--- src/rtl/hdlc_rx_pkg.sv ---
package hdlc_rx_pkg;
  localparam logic [7:0]  FLAG_OCTET  = 8'h7E;
  localparam logic [7:0]  ESC_OCTET   = 8'h7D;
  localparam logic [7:0]  ESC_MASK    = 8'h20;
  localparam logic [15:0] CRC_INIT    = 16'hFFFF;
  localparam logic [15:0] CRC_RESIDUE = 16'hF0B8;
  localparam int          LEN_W       = 16;

  typedef enum logic [1:0] {RX_HUNT, RX_OPEN, RX_FRAME, RX_DROP} rx_state_e;

  typedef struct packed {
    logic             empty;
    logic             cm;
    logic             last;
    logic             crc_err;
    logic             abort;
    logic [LEN_W-1:0] len;
  } desc_t;

  function automatic logic [15:0] crc16_step(input logic [15:0] c, input logic [7:0] b);
    logic [15:0] r;
    r = c ^ {8'h00, b};
    for (int i = 0; i < 8; i++) r = r[0] ? ((r >> 1) ^ 16'h8408) : (r >> 1);
    return r;
  endfunction
endpackage

--- src/rtl/hdlc_rx_deesc.sv ---
module hdlc_rx_deesc
  import hdlc_rx_pkg::*;
(
  input  logic       clk,
  input  logic       rst,
  input  logic       in_valid,
  input  logic [7:0] in_byte,
  output logic       o_data_v,
  output logic [7:0] o_data,
  output logic       o_flag,
  output logic       o_abort
);
  logic esc;

  always_ff @(posedge clk) begin
    o_data_v <= 1'b0;
    o_flag   <= 1'b0;
    o_abort  <= 1'b0;
    if (rst) begin
      esc    <= 1'b0;
      o_data <= '0;
    end else if (in_valid) begin
      if (in_byte == FLAG_OCTET) begin
        esc <= 1'b0;
        if (esc) o_abort <= 1'b1;
        else     o_flag  <= 1'b1;
      end else if (in_byte == ESC_OCTET && !esc) begin
        esc <= 1'b1;
      end else begin
        esc      <= 1'b0;
        o_data_v <= 1'b1;
        o_data   <= esc ? (in_byte ^ ESC_MASK) : in_byte;
      end
    end
  end

  // the escape octet itself never produces an event
  assert_escape_swallowed_R4: assert property (@(posedge clk) disable iff (rst)
    (in_valid && in_byte == ESC_OCTET && !esc) |=> !(o_data_v || o_flag || o_abort));

  // escaped byte is delivered with the mask applied
  assert_unescape_R4: assert property (@(posedge clk) disable iff (rst)
    (in_valid && esc && in_byte != FLAG_OCTET) |=> (o_data_v && o_data == ($past(in_byte) ^ ESC_MASK)));
endmodule

--- src/rtl/hdlc_rx_bytebuf.sv ---
module hdlc_rx_bytebuf #(
  parameter int DEPTH = 32,
  parameter int AW    = 5
) (
  input  logic          clk,
  input  logic          we,
  input  logic [AW-1:0] waddr,
  input  logic [7:0]    wdata,
  input  logic [AW-1:0] raddr,
  output logic [7:0]    rdata
);
  logic [7:0] mem [DEPTH];

  always_ff @(posedge clk) begin
    if (we) mem[waddr] <= wdata;
    rdata <= mem[raddr];
  end
endmodule

--- src/rtl/hdlc_rx_ring.sv ---
module hdlc_rx_ring
  import hdlc_rx_pkg::*;
#(
  parameter int NUM_DESC  = 4,
  parameter int BUF_BYTES = 8,
  localparam int IDX_W  = $clog2(NUM_DESC),
  localparam int ADDR_W = $clog2(NUM_DESC * BUF_BYTES)
) (
  input  logic              clk,
  input  logic              rst,
  input  logic              in_valid,
  input  logic [7:0]        in_byte,
  input  logic              sw_arm,
  input  logic [IDX_W-1:0]  sw_idx,
  input  logic              sw_cm,
  input  logic [IDX_W-1:0]  rd_idx,
  output logic              rd_empty,
  output logic              rd_cm,
  output logic              rd_last,
  output logic              rd_crc_err,
  output logic              rd_abort,
  output logic [15:0]       rd_len,
  input  logic [ADDR_W-1:0] buf_raddr,
  output logic [7:0]        buf_rdata,
  output logic              rx_frame,
  output logic              rx_busy
);
  localparam int FILL_W = $clog2(BUF_BYTES + 1);
  localparam int DEPTH  = NUM_DESC * BUF_BYTES;
  localparam logic [FILL_W-1:0] FULL = FILL_W'(BUF_BYTES);

  logic       ev_data, ev_flag, ev_abort;
  logic [7:0] ev_byte;

  hdlc_rx_deesc u_deesc (
    .clk(clk), .rst(rst), .in_valid(in_valid), .in_byte(in_byte),
    .o_data_v(ev_data), .o_data(ev_byte), .o_flag(ev_flag), .o_abort(ev_abort)
  );

  rx_state_e         state;
  desc_t             desc [NUM_DESC];
  desc_t             rd_q;
  logic [IDX_W-1:0]  cur;
  logic [FILL_W-1:0] fill;
  logic [LEN_W-1:0]  flen;
  logic [15:0]       crc;

  function automatic logic [IDX_W-1:0] wrap_inc(input logic [IDX_W-1:0] i);
    return (i == IDX_W'(NUM_DESC - 1)) ? '0 : i + 1'b1;
  endfunction

  logic              in_frame, accepting, spill, tgt_ok, store, refuse;
  logic [IDX_W-1:0]  tgt;
  logic [FILL_W-1:0] off;
  logic [ADDR_W-1:0] ram_addr;
  logic [15:0]       crc_next;

  always_comb begin
    in_frame  = (state == RX_FRAME);
    accepting = ev_data && (state == RX_OPEN || in_frame);
    spill     = in_frame && (fill == FULL);
    tgt       = spill ? wrap_inc(cur) : cur;
    off       = (in_frame && !spill) ? fill : '0;
    tgt_ok    = desc[tgt].empty;
    store     = accepting && tgt_ok;
    refuse    = accepting && !tgt_ok;
    ram_addr  = ADDR_W'(tgt) * ADDR_W'(BUF_BYTES) + ADDR_W'(off);
    crc_next  = crc16_step(in_frame ? crc : CRC_INIT, ev_byte);
  end

  hdlc_rx_bytebuf #(.DEPTH(DEPTH), .AW(ADDR_W)) u_buf (
    .clk(clk), .we(store), .waddr(ram_addr), .wdata(ev_byte),
    .raddr(buf_raddr), .rdata(buf_rdata)
  );

  always_ff @(posedge clk) begin
    rx_frame <= 1'b0;
    rx_busy  <= 1'b0;
    rd_q     <= desc[rd_idx];
    if (rst) begin
      state <= RX_HUNT;
      cur   <= '0;
      fill  <= '0;
      flen  <= '0;
      crc   <= CRC_INIT;
      for (int i = 0; i < NUM_DESC; i++) desc[i] <= '0;
    end else begin
      if (sw_arm) begin
        desc[sw_idx]       <= '0;
        desc[sw_idx].empty <= 1'b1;
        desc[sw_idx].cm    <= sw_cm;
      end
      if (ev_flag || ev_abort) begin
        if (in_frame) begin
          desc[cur].last    <= 1'b1;
          desc[cur].len     <= flen;
          desc[cur].abort   <= ev_abort;
          desc[cur].crc_err <= !ev_abort && (crc != CRC_RESIDUE);
          if (!desc[cur].cm) desc[cur].empty <= 1'b0;
          cur      <= wrap_inc(cur);
          rx_frame <= 1'b1;
        end
        state <= RX_OPEN;
        fill  <= '0;
      end else if (store) begin
        cur   <= tgt;
        fill  <= off + 1'b1;
        flen  <= in_frame ? flen + 1'b1 : LEN_W'(1);
        crc   <= crc_next;
        state <= RX_FRAME;
        if (off == '0) begin
          desc[tgt].last    <= 1'b0;
          desc[tgt].abort   <= 1'b0;
          desc[tgt].crc_err <= 1'b0;
        end
        if (off + 1'b1 == FULL) begin
          desc[tgt].empty <= 1'b0;
          desc[tgt].len   <= LEN_W'(BUF_BYTES);
        end
      end else if (refuse) begin
        cur     <= tgt;
        rx_busy <= 1'b1;
        state   <= RX_DROP;
      end
    end
  end

  assign rd_empty   = rd_q.empty;
  assign rd_cm      = rd_q.cm;
  assign rd_last    = rd_q.last;
  assign rd_crc_err = rd_q.crc_err;
  assign rd_abort   = rd_q.abort;
  assign rd_len     = rd_q.len;

  assert_fill_bound_R3: assert property (@(posedge clk) disable iff (rst)
    fill <= FULL);

  assert_busy_drops_R2: assert property (@(posedge clk) disable iff (rst)
    rx_busy |-> (state == RX_DROP && !rx_frame));

  assert_pulse_on_delim_R7: assert property (@(posedge clk) disable iff (rst)
    rx_frame |-> $past(ev_flag || ev_abort));

  assert_close_marks_last_R6: assert property (@(posedge clk) disable iff (rst)
    rx_frame |-> desc[$past(cur)].last);
endmodule

--- config.mk ---
export PLATFORM = sky130hd
export DESIGN_NAME = hdlc_rx_ring
export DESIGN_NICKNAME = d
export VERILOG_FILES = /design/src/rtl/hdlc_rx_pkg.sv /design/src/rtl/hdlc_rx_deesc.sv /design/src/rtl/hdlc_rx_bytebuf.sv /design/src/rtl/hdlc_rx_ring.sv
export SDC_FILE = /design/constraint.sdc
export NUM_CORES = 1
export LEC_CHECK = 0
export BUFFER_PORTS_ARGS = -buffer_cell sky130_fd_sc_hd__clkbuf_2
export CAP_MARGIN = 0
export CORE_AREA = 2 2 213 215
export DETAILED_ROUTE_END_ITERATION = 10
export DIE_AREA = 0 0 215 217
export PLACE_DENSITY = 0.62
export SLEW_MARGIN = 20
export SYNTH_ARGS = -nofsm -noshare
export SYNTH_HDL_FRONTEND = slang
export SYNTH_SLANG_ARGS = --single-unit
--- constraint.sdc ---
create_clock -name clk -period 5.81 [get_ports clk]
set_input_delay 1.743 -clock clk [delete_from_list [all_inputs] [get_ports clk]]
set_output_delay 1.743 -clock clk [all_outputs]
set_load 0.005 [all_outputs]
==> metrics.csv <==
stage,metric,value,unit
status,status,completed,
sta,slew margin rel.,0.246,
power_and_ir_drop,LEAKAGE,6.53,nW
layout,Final #Nets,1174,
clock_tree,CTS root buf,clkbuf_16,
setup_path,CP endpoint kind,flip-flop,
layout,most frequent cells in the layout,"edfxtp_1, mux4_2, nor2_1, dfxtp_1, a21oi_1",
routing,Residual DRC,0,
clock_tree,CTS Buf Count,46,
setup_path,CP arrival,4.66,ns
sta,period utilization,0.770,
setup_path,Required @ worst endpoint,6.00,ns
placed_design,HPWL Detailed,24400,µm
layout,share of cells above drive strength 1,0.246,
clock_tree,cts hold-fix bufs,0,
routing,Post-Route WL,39300,µm
sta,Slew Limit Fails,0,
power_and_ir_drop,pwr/cell area,340,nW/µm²
yosys,Synth Warn #,0,
yosys,Syn Inst Count,1095,
yosys,#FFs+latches synth,425,
clock_tree,CTS sink cnt,425,
yosys,share of the synthesized area in the top cell type,0.575,
floorplanning,Ports,53,
yosys,Syn Nets,1125,
grt,vias in the first global route,9827,
routing,Routed Antenna Nets,0,
power_and_ir_drop,Max IR drop VDD,0.269,mV
yosys,"EDFF count, synth",336,
clock_tree,"Clk Latency, worst-skew pair",0.57,ns
clock_tree,post-CTS setup buffers,0,
yosys,Synth area leader,edfxtp_1,
routing,Detailed Routing Iterations Pass 1,5,
grt,remaining global-route overflow,0,
setup_path,CP max FO,24,
setup_path,Crit. Startpoint,state[0]$_SDFFE_PP0P_,
hold_path,min-delay src,state[1]$_SDFFE_PP0P_,
setup_path,worst flop-to-flop path startpoint,state[0]$_SDFFE_PP0P_,
clock_tree,Bufs on Longest Clock Path,3,
clock_tree,post_cts resized,0,
sta,Max Clk Rate,224,MHz
floorplanning,row count,78,
clock_tree,H-tree levels,2,
routing,vias,9875,
yosys,syn_area_per_cell,16.0,µm²
sta,min Tclk post-route,4.47,ns
floorplanning,CORE AREA,44700,µm²
yosys,register area share after synthesis,0.676,
routing,Vias/cell,5.54,
floorplanning,Starting Density,0.393,
floorplanning,Die H,217,µm
floorplanning,Die Width,215,µm
layout,"commonest non-fill, non-tap cell in the layout",edfxtp_1,
run,number of max-cap violations,0,
placed_design,GP Congestion,0.833,
sta,final setup vio count,0,
floorplanning,DIE AREA,46700,µm²
grt,pin count of the biggest net entering global routing,45,
yosys,predominant post-synthesis flop cell,edfxtp_1,
clock_tree,CTS tree,done,
yosys,"Cell Area, Synth",17600,µm²
grt,antenna violations before repair,0,
hold_path,HP Class,reg2reg,
clock_tree,"Reg clk slew, reported paths",0.06,ns
layout,Final Cell Area,20100,µm²
yosys,Area contributors post-synth,"edfxtp_1, mux4_2, dfxtp_1",
placed_design,I/O Buffers,52,
placed_design,Post-DP Area,18400,µm²
layout,Antenna Cells,0,
sta,RSZ-0062 raised after global routing,no,
setup_path,CP startpoint kind,flip-flop,
yosys,Yosys cell types,70,
routing,initial drt markers,1007,
layout,Syn-to-layout area delta,14.5,%
yosys,asr flop ratio synth,0,
sta,Slew @ Worst Pin,1.13,ns
sta,Fin Clk Skew,0.0189,ns
sta,setup tns final,0,ns
grt,Total GRT Usage,0.171,
routing,WL/cell,22.0,µm
setup_path,critical path class,reg2reg,
grt,first-pass GRT wire length,60400,µm
sta,final hold vios,0,
worst paths after layout:
kind	to	slack [ns]	depth (start not counted)
worst min-delay path	state[1]$_SDFFE_PP0P_	0.47	2
worst max-delay path	desc[2][3]$_SDFFCE_PN0P_	1.34	10
worst max register to register	desc[2][3]$_SDFFCE_PN0P_	1.34	10
worst min register to register	state[1]$_SDFFE_PP0P_	0.47	2
cell usage after synthesis (10+ instances only):
| cell type | instances |
|---|---|
| a211oi_1 | 10 |
| a21oi_1 | 79 |
| a21oi_2 | 10 |
| a31oi_1 | 14 |
| buf_2 | 19 |
| clkbuf_1 | 36 |
| dfxtp_1 | 89 |
| edfxtp_1 | 336 |
| inv_1 | 16 |
| mux2i_1 | 16 |
| mux4_2 | 102 |
| nand2_1 | 37 |
| nand2b_1 | 12 |
| nand3_1 | 24 |
| nor2_1 | 93 |
| o21ai_0 | 14 |
| xnor2_1 | 24 |
power by group:
group | internal, W | leakage (nW) | switching (W)
Combinational | 0.000138 | 1.81 | 0.000158
Sequential | 0.00334 | 3.91 | 0.0000418
Clock | 0.00195 | 0.810 | 0.00121
Total | 0.00543 | 6.53 | 0.00141
through the flow:
stage | hold slack [ns] | total power (W) | worst slack [ns] | utilization | std cells
CTS | 0.481 | 0.00691 | 1.30 | 0.449 | 1782
global route | 0.513 | 0.00705 | 0.893 | 0.450 | 1782
detailed placement | 0.469 | 0.00375 | 1.22 | 0.412 | 1696
global placement | 0.459 | 0.00374 | 1.22 | 0.412 | 1696
floorplan | 0.443 | 0.00363 | 1.21 | - | 1095
finish | 0.475 | 0.00683 | 1.34 | 0.450 | 1782
layout make-up:
type	instances	area, µm²
timing repair buffer	71	418
clock buffer	53	1210
sequential	425	11900
fill	3974	24600
inverter	17	63.8
tap	600	751
multi-input combinational	583	5330
clock inverter	33	443
critical path, cell delays in order, from the launching register on:
cell and delay [ns]:
dfxtp_1 0.30, inv_1 0.07, ha_1 0.74, nand2_1 0.25
inv_1 0.14, ha_1 0.24, o211ai_1 0.21, a211oi_2 0.56
nand4_1 0.19, or2_1 0.50, a31oi_2 0.90
kinds of logic after synthesis:
family          count (synthesis)  share of synthesized area
buf+inv                        87                     0.0226
compound gates                181                     0.0677
mux                           128                      0.147
flops                         425                      0.676
xor+xnor                       29                     0.0145
simple gates                  237                     0.0666
fa+ha+maj                       8                    0.00570
registers in the layout, indices dropped and copies added (netlist names), 2 cells and up, named ones only:
name and count:
u_deesc.o_data 8, desc 84, rd_len 16, flen 16, u_buf.rdata 8, state 2, u_buf.mem 256, crc 16
cur 2, fill 4
metal layers:
| layer | vias up | wire length [µm] | GRT usage |
|---|---|---|---|
| met2 | 277 | 19200 | 0.276 |
| met1 | 5107 | 17400 | 0.240 |
| met3 | 53 | 2010 | 0.0285 |
| met4 | 0 | 746 | 0.0471 |
| met5 | - | 0 | 0 |
| li1 | 4438 | - | - |
No activity file was read; power rests on OpenSTA's default activity.
